## config.mk

```make
export PLATFORM = sky130hd
export DESIGN_NAME = blkcpy_engine
export DESIGN_NICKNAME = d
export VERILOG_FILES = /design/src/rtl/blkcpy_pkg.sv /design/src/rtl/blkcpy_step_plan.sv /design/src/rtl/blkcpy_stage_buf.sv /design/src/rtl/blkcpy_lane_align.sv /design/src/rtl/blkcpy_engine.sv
export SDC_FILE = /design/constraint.sdc
export NUM_CORES = 1
export LEC_CHECK = 0
export CORE_ASPECT_RATIO = 1.2
export CORE_MARGIN = 4
export CORE_UTILIZATION = 47
export CTS_BUF_LIST = sky130_fd_sc_hd__clkbuf_16
export DETAILED_ROUTE_END_ITERATION = 8
export GPL_TIMING_DRIVEN = 0
export PLACE_DENSITY = 0.76
export SYNTH_ARGS = -nofsm -noshare
export SYNTH_HDL_FRONTEND = slang
export SYNTH_HIERARCHICAL = 1
export SYNTH_SLANG_ARGS = --single-unit
```

## constraint.sdc

```tcl
create_clock -name clk -period 3.1 [get_ports clk]
set_clock_uncertainty 0.1 [all_clocks]
set_input_delay 0.62 -clock clk [delete_from_list [all_inputs] [get_ports clk]]
set_output_delay 0.62 -clock clk [all_outputs]
set_load 0.05 [all_outputs]
```

## src/rtl/blkcpy_pkg.sv

```systemverilog
`timescale 1ns/1ps
package blkcpy_pkg;
  typedef enum logic [2:0] {
    ST_IDLE  = 3'd0,
    ST_PLAN  = 3'd1,
    ST_RDREQ = 3'd2,
    ST_RDRSP = 3'd3,
    ST_WRITE = 3'd4
  } cp_state_t;
endpackage

```

## src/rtl/blkcpy_step_plan.sv

```systemverilog
`timescale 1ns/1ps
// Decides the kind of the next step from the architectural values only.
module blkcpy_step_plan #(
  parameter int LEN_W = 16,
  parameter int OFF_W = 2,
  parameter int LANES = 4
) (
  input  logic [OFF_W-1:0] src_off,
  input  logic [OFF_W-1:0] dst_off,
  input  logic [LEN_W-1:0] len,
  output logic             wide,
  output logic             pair
);
  localparam logic [LEN_W-1:0] LANES_L = LEN_W'(LANES);

  always_comb begin
    wide = (dst_off == '0) && (len >= LANES_L);
    pair = wide && (src_off != '0);
  end
endmodule

```

## src/rtl/blkcpy_stage_buf.sv

```systemverilog
`timescale 1ns/1ps
// One tagged source word kept between steps; cleared on start and stop.
module blkcpy_stage_buf #(
  parameter int WA_W   = 30,
  parameter int DATA_W = 32
) (
  input  logic              clk,
  input  logic              rst_n,
  input  logic              flush,
  input  logic              load,
  input  logic [WA_W-1:0]   load_tag,
  input  logic [DATA_W-1:0] load_data,
  input  logic [WA_W-1:0]   probe_tag,
  output logic              hit,
  output logic [DATA_W-1:0] data
);
  logic              v_q;
  logic [WA_W-1:0]   tag_q;
  logic [DATA_W-1:0] data_q;

  always_ff @(posedge clk or negedge rst_n) begin
    if (!rst_n) begin
      v_q    <= 1'b0;
      tag_q  <= '0;
      data_q <= '0;
    end else if (flush) begin
      v_q <= 1'b0;
    end else if (load) begin
      v_q    <= 1'b1;
      tag_q  <= load_tag;
      data_q <= load_data;
    end
  end

  assign hit  = v_q && (tag_q == probe_tag);
  assign data = data_q;

  assert_flush_forgets_R9: assert property (@(posedge clk) disable iff (!rst_n)
    flush |=> !hit);
endmodule

```

## src/rtl/blkcpy_lane_align.sv

```systemverilog
`timescale 1ns/1ps
// Builds write data and strobes for a byte step or a word step.
module blkcpy_lane_align #(
  parameter int DATA_W = 32,
  parameter int LANES  = DATA_W / 8,
  parameter int OFF_W  = $clog2(LANES)
) (
  input  logic [DATA_W-1:0] lo_word,
  input  logic [DATA_W-1:0] hi_word,
  input  logic [OFF_W-1:0]  src_off,
  input  logic [OFF_W-1:0]  dst_off,
  input  logic              wide,
  output logic [DATA_W-1:0] wr_data,
  output logic [LANES-1:0]  wr_strb
);
  logic [2*DATA_W-1:0] joined;
  logic [2*DATA_W-1:0] shifted;
  logic [DATA_W-1:0]   lo_shift;
  logic [7:0]          one_byte;

  always_comb begin
    joined   = {hi_word, lo_word};
    shifted  = joined >> {src_off, 3'b000};
    lo_shift = lo_word >> {src_off, 3'b000};
    one_byte = lo_shift[7:0];
    if (wide) begin
      wr_data = shifted[DATA_W-1:0];
      wr_strb = '1;
    end else begin
      wr_data = {LANES{one_byte}};
      wr_strb = LANES'(1) << dst_off;
    end
  end
endmodule

```

## src/rtl/blkcpy_engine.sv

```systemverilog
`timescale 1ns/1ps
module blkcpy_engine #(
  parameter int ADDR_W = 32,
  parameter int LEN_W  = 16,
  parameter int DATA_W = 32
) (
  input  logic                clk,
  input  logic                rst_n,
  input  logic                start_i,
  input  logic [ADDR_W-1:0]   src_i,
  input  logic [ADDR_W-1:0]   dst_i,
  input  logic [LEN_W-1:0]    len_i,
  input  logic                intr_i,
  output logic [ADDR_W-1:0]   src_o,
  output logic [ADDR_W-1:0]   dst_o,
  output logic [LEN_W-1:0]    len_o,
  output logic                busy_o,
  output logic                done_o,
  output logic                rd_req_valid_o,
  input  logic                rd_req_ready_i,
  output logic [ADDR_W-1:0]   rd_req_addr_o,
  input  logic                rd_rsp_valid_i,
  output logic                rd_rsp_ready_o,
  input  logic [DATA_W-1:0]   rd_rsp_data_i,
  output logic                wr_valid_o,
  input  logic                wr_ready_i,
  output logic [ADDR_W-1:0]   wr_addr_o,
  output logic [DATA_W-1:0]   wr_data_o,
  output logic [DATA_W/8-1:0] wr_strb_o
);
  import blkcpy_pkg::*;

  localparam int LANES = DATA_W / 8;
  localparam int OFF_W = $clog2(LANES);
  localparam int WA_W  = ADDR_W - OFF_W;
  localparam logic [LEN_W-1:0] LANES_L = LEN_W'(LANES);

  cp_state_t         st;
  logic [ADDR_W-1:0] src_q, dst_q;
  logic [LEN_W-1:0]  len_q;
  logic              done_q, irq_pend_q;
  logic              wide_q, pair_q, fetch_hi_q;
  logic [DATA_W-1:0] lo_q, hi_q;

  logic              plan_wide, plan_pair;
  logic              stage_hit;
  logic [DATA_W-1:0] stage_data;
  logic [WA_W-1:0]   src_word;
  logic [LEN_W-1:0]  step_len;
  logic [ADDR_W-1:0] step_addr;
  logic              wr_hs, last_step, start_acc, stop_evt, flush;

  assign src_word  = src_q[ADDR_W-1:OFF_W];
  assign step_len  = wide_q ? LANES_L : LEN_W'(1);
  assign step_addr = ADDR_W'(step_len);
  assign wr_hs     = (st == ST_WRITE) && wr_ready_i;
  assign last_step = (len_q == step_len);
  assign start_acc = (st == ST_IDLE) && start_i;
  assign stop_evt  = wr_hs && !last_step && (intr_i || irq_pend_q);
  assign flush     = start_acc || stop_evt;

  blkcpy_step_plan #(.LEN_W(LEN_W), .OFF_W(OFF_W), .LANES(LANES)) u_plan (
    .src_off (src_q[OFF_W-1:0]),
    .dst_off (dst_q[OFF_W-1:0]),
    .len     (len_q),
    .wide    (plan_wide),
    .pair    (plan_pair)
  );

  blkcpy_stage_buf #(.WA_W(WA_W), .DATA_W(DATA_W)) u_stage (
    .clk       (clk),
    .rst_n     (rst_n),
    .flush     (flush),
    .load      (wr_hs),
    .load_tag  (pair_q ? src_word + WA_W'(1) : src_word),
    .load_data (pair_q ? hi_q : lo_q),
    .probe_tag (src_word),
    .hit       (stage_hit),
    .data      (stage_data)
  );

  blkcpy_lane_align #(.DATA_W(DATA_W), .LANES(LANES), .OFF_W(OFF_W)) u_align (
    .lo_word (lo_q),
    .hi_word (hi_q),
    .src_off (src_q[OFF_W-1:0]),
    .dst_off (dst_q[OFF_W-1:0]),
    .wide    (wide_q),
    .wr_data (wr_data_o),
    .wr_strb (wr_strb_o)
  );

  always_ff @(posedge clk or negedge rst_n) begin
    if (!rst_n) begin
      st         <= ST_IDLE;
      src_q      <= '0;
      dst_q      <= '0;
      len_q      <= '0;
      done_q     <= 1'b0;
      irq_pend_q <= 1'b0;
      wide_q     <= 1'b0;
      pair_q     <= 1'b0;
      fetch_hi_q <= 1'b0;
      lo_q       <= '0;
      hi_q       <= '0;
    end else begin
      done_q <= 1'b0;
      if ((st != ST_IDLE) && intr_i) irq_pend_q <= 1'b1;
      unique case (st)
        ST_IDLE: begin
          if (start_i) begin
            src_q      <= src_i;
            dst_q      <= dst_i;
            len_q      <= len_i;
            irq_pend_q <= 1'b0;
            if (len_i == '0) done_q <= 1'b1;
            else             st     <= ST_PLAN;
          end
        end
        ST_PLAN: begin
          wide_q <= plan_wide;
          pair_q <= plan_pair;
          if (stage_hit) begin
            lo_q <= stage_data;
            if (plan_pair) begin
              fetch_hi_q <= 1'b1;
              st         <= ST_RDREQ;
            end else begin
              st <= ST_WRITE;
            end
          end else begin
            fetch_hi_q <= 1'b0;
            st         <= ST_RDREQ;
          end
        end
        ST_RDREQ: begin
          if (rd_req_ready_i) st <= ST_RDRSP;
        end
        ST_RDRSP: begin
          if (rd_rsp_valid_i) begin
            if (fetch_hi_q) begin
              hi_q <= rd_rsp_data_i;
              st   <= ST_WRITE;
            end else begin
              lo_q <= rd_rsp_data_i;
              if (pair_q) begin
                fetch_hi_q <= 1'b1;
                st         <= ST_RDREQ;
              end else begin
                st <= ST_WRITE;
              end
            end
          end
        end
        ST_WRITE: begin
          if (wr_ready_i) begin
            src_q <= src_q + step_addr;
            dst_q <= dst_q + step_addr;
            len_q <= len_q - step_len;
            if (last_step) begin
              done_q     <= 1'b1;
              irq_pend_q <= 1'b0;
              st         <= ST_IDLE;
            end else if (intr_i || irq_pend_q) begin
              irq_pend_q <= 1'b0;
              st         <= ST_IDLE;
            end else begin
              st <= ST_PLAN;
            end
          end
        end
        default: st <= ST_IDLE;
      endcase
    end
  end

  assign src_o          = src_q;
  assign dst_o          = dst_q;
  assign len_o          = len_q;
  assign busy_o         = (st != ST_IDLE);
  assign done_o         = done_q;
  assign rd_req_valid_o = (st == ST_RDREQ);
  assign rd_req_addr_o  = {src_word + WA_W'(fetch_hi_q), {OFF_W{1'b0}}};
  assign rd_rsp_ready_o = (st == ST_RDRSP);
  assign wr_valid_o     = (st == ST_WRITE);
  assign wr_addr_o      = {dst_q[ADDR_W-1:OFF_W], {OFF_W{1'b0}}};

  assert_one_side_R7: assert property (@(posedge clk) disable iff (!rst_n)
    !(rd_req_valid_o && wr_valid_o));

  assert_rd_hold_R7: assert property (@(posedge clk) disable iff (!rst_n)
    (rd_req_valid_o && !rd_req_ready_i) |=> (rd_req_valid_o && $stable(rd_req_addr_o)));

  assert_wr_hold_R7: assert property (@(posedge clk) disable iff (!rst_n)
    (wr_valid_o && !wr_ready_i) |=>
      (wr_valid_o && $stable(wr_addr_o) && $stable(wr_data_o) && $stable(wr_strb_o)));

  assert_progress_R8: assert property (@(posedge clk) disable iff (!rst_n)
    (wr_valid_o && wr_ready_i) |=>
      ((ADDR_W'($past(len_q) - len_q) == src_q - $past(src_q)) &&
       (dst_q - $past(dst_q) == src_q - $past(src_q))));

  assert_stop_boundary_R8: assert property (@(posedge clk) disable iff (!rst_n)
    $fell(busy_o) |-> $past(wr_valid_o && wr_ready_i));

  assert_done_len_R10: assert property (@(posedge clk) disable iff (!rst_n)
    done_o |-> (!busy_o && (len_o == '0)));
endmodule

```

* After elaboration in Yosys (flattened, before gate mapping)
Index checks and enable logic that the tools add are counted.
** Cells by class
- Add/sub/neg operators :: 5
- $lt $le $gt $ge :: 1
- Equality and inequality tests :: 14
- Shifts and indexed selects :: 3
- Mux-type cells :: 49
- Bitwise operators :: 1
- Reductions and logical operators :: 25
** Operators with widths (number)
- 32-bit two-way mux :: 9
- 32-bit case mux with 2 select lines :: 3
- 32-bit by 3-bit adder with 32-bit output :: 2
- 64-bit by 5-bit >> shifter with 32-bit output :: 1
- 16-bit two-way mux :: 2
- 16-bit case mux with 2 select lines :: 1
- 32-bit by 5-bit >> shifter with 8-bit output :: 1
- 30-bit by 1-bit adder with 30-bit output :: 1
- 30-bit by 1-bit adder with 30-bit output (second input constant) :: 1
- 30-bit == test :: 1
- 3-bit two-way mux :: 10
- 30-bit two-way mux :: 1
- 1-bit two-way mux :: 18
- 16-bit by 3-bit == test with 1-bit output :: 1
- 16-bit by 3-bit greater-or-equal comparator with 1-bit output (second input constant) :: 1
- 16-bit zero test :: 1
- 16-bit by 3-bit subtractor with 16-bit output :: 1
- 3-bit case mux with 5 select lines :: 1
- 2-bit inequality test (second input constant) :: 5
- 3-bit AND reduction :: 3
- 1-bit logical AND :: 8
- 2-bit nonzero test :: 4
- 3-bit by 2-bit == test with 1-bit output (second input constant) :: 2
- 1-bit case mux with 2 select lines :: 3
- other kinds (15) :: 17
** Storage, ports and cells
- Bits in registers :: 215
- Input bits :: 119
- Output and inout bits :: 185

* Logic depth before layout (Yosys ltp)
Gate-level depths: netlist of run 1.
- Depth after elaboration :: 8
- Depth in mapped cells :: 11
- Gate-level depth less buffers :: 8

* Hierarchy
Netlist of run 1, hierarchy kept.
** By module, submodules not included
- blkcpy_engine :: instances 1, cells each 1171, area each 9955.8 µm², seq. area each 3803.6 µm²
- blkcpy_stage_buf :: instances 1, cells each 175, area each 2655.0 µm², seq. area each 1576.5 µm²
- blkcpy_lane_align :: instances 1, cells each 120, area each 1168.6 µm², seq. area each 0.0 µm²
- blkcpy_step_plan :: instances 1, cells each 8, area each 46.3 µm², seq. area each 0.0 µm²

* Worst setup path before layout of run 1
No wires, ideal clock.
- Path type :: reg-to-output
- Start point :: reg src_q[6], in the netlist src_o[6]
- End point :: out rd_req_addr_o[15]
- Arrival time :: 2.800 ns
- Setup slack :: -0.420 ns
- Cell stages (with the launch flop) :: 6
- Path through :: dfrtp_1 > buf_2 > nand4_4 > nor4_1 > nand3_1 > xnor2_1
** Between the ends
- Word-level cells in the longest chain between the ends :: 1
** RTL lines
- start: declaration :: RTL line blkcpy_engine.sv:39 : logic [ADDR_W-1:0] src_q, dst_q;
- start signal: assignment :: RTL line blkcpy_engine.sv:111 : src_q <= src_i;
- start signal: assignment :: RTL line blkcpy_engine.sv:156 : src_q <= src_q + step_addr;
- 30-bit by 1-bit adder with 30-bit output :: RTL line blkcpy_engine.sv:182 : assign rd_req_addr_o = {src_word + WA_W'(fetch_hi_q), {OFF_W{1'b0}}};
- end: declaration :: RTL line blkcpy_engine.sv:21 : output logic [ADDR_W-1:0] rd_req_addr_o,
No other way between the ends.

* Worst setup path in the final report of run 1
- Start point :: in start_i
- End point :: reg src_q[31], in the netlist src_o[31]
** Between the ends
- Word-level cells in the longest chain between the ends :: 2
** RTL lines
- start: declaration :: RTL line blkcpy_engine.sv:9 : input logic start_i,
- 2-bit inequality test (no line)
- 3-bit AND reduction (no line)
No other way between the ends.
A chain may end at the register's enable or synchronous reset.

==> results.toml, run 1 <==
[grt]
antenna_found_initial = 3
first_global_vias = 14240
grt_first_pass_wirelength_mm = 85.33
grtUsageTotal_pct = 34.47
grt_max_degree = 121
grt_overflow_total = 0

[yosys]
synth_area_leaders = "dfrtp_1 (39%), mux2_2 (12%), nand2_1 (4.3%), xnor2_1 (4.2%), nor2_1 (3.3%)"
synth-compound-area-share_pct = 16.03
syn_inst = 1474
synthXorXnorAreaFrac_pct = 5.638
synth.avg_cell_area_um2 = 9.380
ys_seq_area_share_pct = 38.91
synth_top_area_share_pct = 38.91
synth_seq_cells = 215
ys_top_cells_by_count = "dfrtp_1 (215), nand2_1 (157), mux2_2 (150)"
synthSimpleGateAreaFrac_pct = 17.77
synth_cell_types = 81
synth-adder-area-share_pct = 1.086
synth_edf_count = 0
netlist_area_um2 = 13830
ys_async_sr_fraction_pct = 100.0
yosys_warnings = 6
yosys_most_used_dff = "dfrtp_1"
synth_top_area_cell = "dfrtp_1"
synthMuxAreaShare_pct = 14.25
synth_most_common_cell = "dfrtp_1"
synth_top_family_by_area = "simple AND/OR/NAND/NOR gates"

[status]
violations = "negative setup slack"
run_status = "finished with violations"

[pwr]
power_mw = 26.12
power_leakage_nw = 7.786
cellPowerDensity_nw_per_um2 = 1363
peakVddDrop_mv = 0.9766

[layout]
final_cell_count_no_fill = 2258
nNetsFinal = 1986
synthToLayoutAreaGrowth_pct = 38.64
finalInstanceArea_um2 = 19170
fin_util_pct = 66.26
drive_above_1_share_pct = 28.42

[worst_setup_path]
critPathKind = "input pin to flop"
critPathCaptureType = "flop"
start_kind = "input pin"
crit_required_ps = 3430
cp.arrival_ps = 3480
cp_max_fo = 10

[placed_design]
dp.cells = 2162
place_area_um2 = 17530
port_buffers = 299
hpwl_mm = 42.47
place_congestion = 1.009

[cts]
cts.hold.buffers_added = 0
clk_latency_ps = 540
cts_num_sinks = 215
cts_root_buf = "clkbuf_16"
clk_pin_slew_ps = 60
cts_tree = "yes"
cts_buffers = 25
cts.path.max_buffers = 3
htreeDepth = 1

[route]
initialDrtViolationCount = 1422
routed_via_density = 6.230
drc_errors = 0
via_count = 14070
routedWlPerCell_um = 25.56
drtAntennaViolNets = 0
first_pass_iters = 6
routed_wl_mm = 57.72

[timing]
rsz0062_at_grt = "true"
hold_viol = 0
setup_slack_ps = -44.46
max_freq_ghz = 0.3180
holdWs_ps = 11.31
setup_viol = 4
worstMarginPinSlew_ps = 908.3
slew-limit-headroom_pct = 39.45
drv_slew = 0
period_needed_ps = 3144
finalCritPeriodShare_pct = 101.4

[die]
dieHeight_um = 195.9
rows = 68
die-area_um2 = 32240
start_util_pct = 47.79
die_w_um = 164.6
core_um2 = 28930
ios = 304

[job]
maxCapViolations = 0

[min_path]
hp-class = "input pin to asynchronous set/reset pin"
worst max-delay path, stage by stage:
cell	delay [ps]
clkdlybuf4s50_1	470
nor2b_1	330
o21ai_1	320
nor2_1	730
clkbuf_1	670
a22oi_1	210
o311ai_1	120
flip-flops by register name, summed over array words and instances, names as in the netlist, 3 cells and up:
| name | flops |
|---|---|
| len_o | 16 |
| u_stage/data | 32 |
| st | 3 |
| lo_q | 32 |
| src_o | 32 |
| hi_q | 32 |
| dst_o | 32 |
| u_stage/tag_q | 30 |
through the flow:
stage                     setup TNS [ps]  worst slack (ps)
after floorplan                   -44.78            -17.68
after global placement          -1824870             -8899
after detailed placement          -96740             -1006
after CTS                         -67.67            -49.21
after global routing              -590.1            -101.3
final                             -81.25            -44.46
cell usage in the layout (no fill, tap or decap), drive strengths merged, types with 46 or more instances in the layout:
| cell type | n |
|---|---|
| a21oi | 76 |
| mux2 | 151 |
| xnor2 | 66 |
| o21ai | 46 |
| nor2 | 127 |
| clkbuf | 70 |
| nand2 | 157 |
| buf | 198 |
| clkdlybuf4s50 | 233 |
| dfrtp | 215 |
| nand4 | 48 |
worst paths after layout:
| kind | from | end | slack [ps] | cells past startpoint |
|---|---|---|---|---|
| min in group clk | u_stage/data[14]$_DFFE_PN0P_ | u_stage/data[14]$_DFFE_PN0P_ | 410 | 1 |
| setup reg to reg | src_o[17]$_DFFE_PN0P_ | lo_q[18]$_DFFE_PN0P_ | 80 | 11 |
| max in group asynchronous | rst_n | src_o[13]$_DFFE_PN0P_ | 1770 | 2 |
| hold / removal | rst_n | hi_q[23]$_DFFE_PN0P_ | 10 | 1 |
| hold reg to reg | u_stage/data[14]$_DFFE_PN0P_ | u_stage/data[14]$_DFFE_PN0P_ | 410 | 1 |
| setup / recovery | start_i | src_o[31]$_DFFE_PN0P_ | -40 | 7 |
layout make-up:
cell class | instances | area (um2)
Fill cell | 2410 | 9759
Multi-Input combinational cell | 1098 | 8118
Sequential cell | 215 | 5408
Timing Repair Buffer | 358 | 3363
Buffer | 140 | 928.4
Clock buffer | 25 | 625.6
Tap cell | 385 | 481.7
Clock inverter | 19 | 176.4
Inverter | 17 | 65.06
Antenna cell | 1 | 2.502
power breakdown:
group	leakage (nW)	internal, mW	switching, mW
combinational	4.84	6.34	10.9
clock	0.404	1.72	1.25
sequential	2.54	4.16	1.78
metal layers:
| metal | GRT usage, % | up-vias | part of all wire [%] |
|---|---|---|---|
| li1 | - | 6111 | - |
| met3 | 7.859 | 227 | 9.7 |
| met2 | 57.83 | 914 | 48 |
| met4 | 17.72 | 4 | 6.0 |
| met1 | 41.16 | 6812 | 37 |
| met5 | 0 | - | 0.040 |
cell families after synthesis:
family,count (synthesis)
adder cells (fa/ha/maj),12
XOR/XNOR,89
AND/OR/NAND/NOR,502
AO/OA/AOI/OAI,313
other,1
multiplexers,178
buffers and inverters,164
flip-flops,215
what timing repair did:
item	4_1_cts	5_1_grt
gates resized for setup	373	85
buffers inserted	29	29
setup endpoints to repair	159	137
pin swaps	17	21
No activity file was read; power rests on OpenSTA's default activity.
==> inputs of run 2 (changes only) <==
RECOVER_POWER = 100   (was unset)
==> results.toml, run 2 (synthesis results as in run 1) <==
[route]
first_pass_iters = 6
routedWlPerCell_um = 25.54
drtAntennaViolNets = 0
routed_wl_mm = 57.68
initialDrtViolationCount = 1467
routed_via_density = 6.207
drc_errors = 0
via_count = 14020

[grt]
grt_first_pass_wirelength_mm = 85.33
first_global_vias = 14240
grt_max_degree = 121
grt_overflow_total = 0
antenna_found_initial = 3
grtUsageTotal_pct = 34.47

[placed_design]
place_congestion = 1.009
dp.cells = 2162
hpwl_mm = 42.47
port_buffers = 299

[min_path]
hp-class = "flop to flop"

[timing]
setup_viol = 8
finalCritPeriodShare_pct = 102.3
rsz0062_at_grt = "true"
slew-limit-headroom_pct = -67.18
worstMarginPinSlew_ps = 2508
drv_slew = 96
max_freq_ghz = 0.3152
period_needed_ps = 3172
hold_viol = 0
setup_slack_ps = -72.36

[cts]
cts_buffers = 25
cts.hold.buffers_added = 0
cts_root_buf = "clkbuf_16"
htreeDepth = 1
cts_num_sinks = 215
cts.path.max_buffers = 3
clk_latency_ps = 540
cts_tree = "yes"
clk_pin_slew_ps = 60

[die]
rows = 68
start_util_pct = 47.79
ios = 304
die_w_um = 164.6
dieHeight_um = 195.9
core_um2 = 28930
die-area_um2 = 32240

[worst_setup_path]
worst_path_max_delay_cell = "nor2_1"
critPathCaptureType = "flop"
cp.arrival_ps = 3510
critPathKind = "input pin to flop"
crit_start = "start_i"
critPathMaxStageDelay_ps = 730
r2r_cells = 11
cp-endpoint = "src_o[31]$_DFFE_PN0P_"
critPathBufInv = 2
crit_family = "buffers and inverters"
worstSetupPathDepth = 7
crit_required_ps = 3440
cp_max_fo = 10
r2r-end = "u_stage/data[10]$_DFFE_PN0P_"
start_kind = "input pin"
rrSetupSlack_ps = 40
crit_chain = "clkdlybuf4s50_1 -> nor2b_1 -> o21ai_1 -> nor2_1 -> clkbuf_1 -> a22oi_1 -> o311ai_1"
r2r-start = "st[0]$_DFFE_PN0P_"

[pwr]
power_mw = 25.94
power_leakage_nw = 7.770
peakVddDrop_mv = 0.9423
cellPowerDensity_nw_per_um2 = 1355

[layout]
layout_common_cells = "dfrtp_1 (193), clkdlybuf4s50_1 (171), nand2_1 (152)"
final_cell_count_no_fill = 2258
synthToLayoutAreaGrowth_pct = 38.47
nNetsFinal = 1986
drive_above_1_share_pct = 28.31
final_common_cell = "dfrtp_1"

[status]
run_status = "finished with violations"
violations = "max-capacitance violations, max-slew violations, negative setup slack"

[job]
maxCapViolations = 1
## run 2: changes by cell type in the layout (fill, tap and decap cells not counted), sizes merged
cell,before,now
clkdlybuf4s50,233,171
dlygate4sd3,0,62
buf,198,195
clkbuf,70,73
## run 2: repair_timing
item                                    4_1_cts  5_1_grt
buffers inserted                             29       29
endpoints found under the setup margin      159      137
gates resized for setup                     373       85
pin swaps                                    17       21
## run 2: worst min path at each step
stage	from	to	slack (ps)	cells after the start
after detailed placement	u_stage/data[16]$_DFFE_PN0P_	u_stage/data[16]$_DFFE_PN0P_	400	1
after floorplan	rst_n	done_o$_DFF_PN0_	220	0
after CTS	rst_n	lo_q[23]$_DFFE_PN0P_	40	1
after global placement	hi_q[28]$_DFFE_PN0P_	hi_q[28]$_DFFE_PN0P_	380	1
final	u_stage/data[23]$_DFFE_PN0P_	u_stage/data[23]$_DFFE_PN0P_	410	1
after global routing	u_stage/data[5]$_DFFE_PN0P_	u_stage/data[5]$_DFFE_PN0P_	420	1
## run 2: where the power goes
| group | switching [mW] | internal [mW] | total [mW] |
|---|---|---|---|
| registers | 1.76 | 4.16 | 5.92 |
| logic | 10.9 | 6.20 | 17.1 |
| clock network | 1.24 | 1.72 | 2.96 |
## run 2: worst reg2reg max path: stages (launching register included)
cell and delay [ps]:
dfrtp_1 380, buf_2 200, nor2_4 190, nand2_2 160, inv_1 140, nand2_1 220, buf_4 290, o31ai_1 460
nor2b_1 90, clkbuf_4 210, buf_4 220, mux2_2 300
## run 2: cell type report
cell class	instances	area, um2
clock inverters	19	176.4
fillers	2415	9783
well taps	385	481.7
clock buffers	25	625.6
diodes	1	2.502
repair buffers	358	3346
multi-input cells	1098	8113
inverters	17	65.06
flip-flops and latches	215	5408
plain buffers	140	927.1
## run 2: metrics by stage
stage / utilization, % / TNS (ps) / hold WS (ps) / cell area (um2) / worst slack [ps]
finish: 66.18 / -206.0 / 408.1 / 19140 / -72.36
global route: 66.17 / -574.4 / 417.0 / 19140 / -101.3
CTS: 64.81 / -67.67 / 37.03 / 18750 / -49.21
detailed placement: 60.58 / -96740 / 395.5 / 17530 / -1006
global placement: 60.47 / -1824870 / 384.1 / 17490 / -8899
floorplan: - / -44.78 / 224.4 / 14020 / -17.68
## run 2: layer usage
| layer | vias to the layer above | global-route usage, % | share of wire (%) |
|---|---|---|---|
| li1 | 6113 | - | - |
| met1 | 6780 | 41.16 | 37 |
| met2 | 883 | 57.83 | 48 |
| met3 | 235 | 7.859 | 9.4 |
| met4 | 4 | 17.72 | 6.1 |
| met5 | - | 0 | 0.052 |
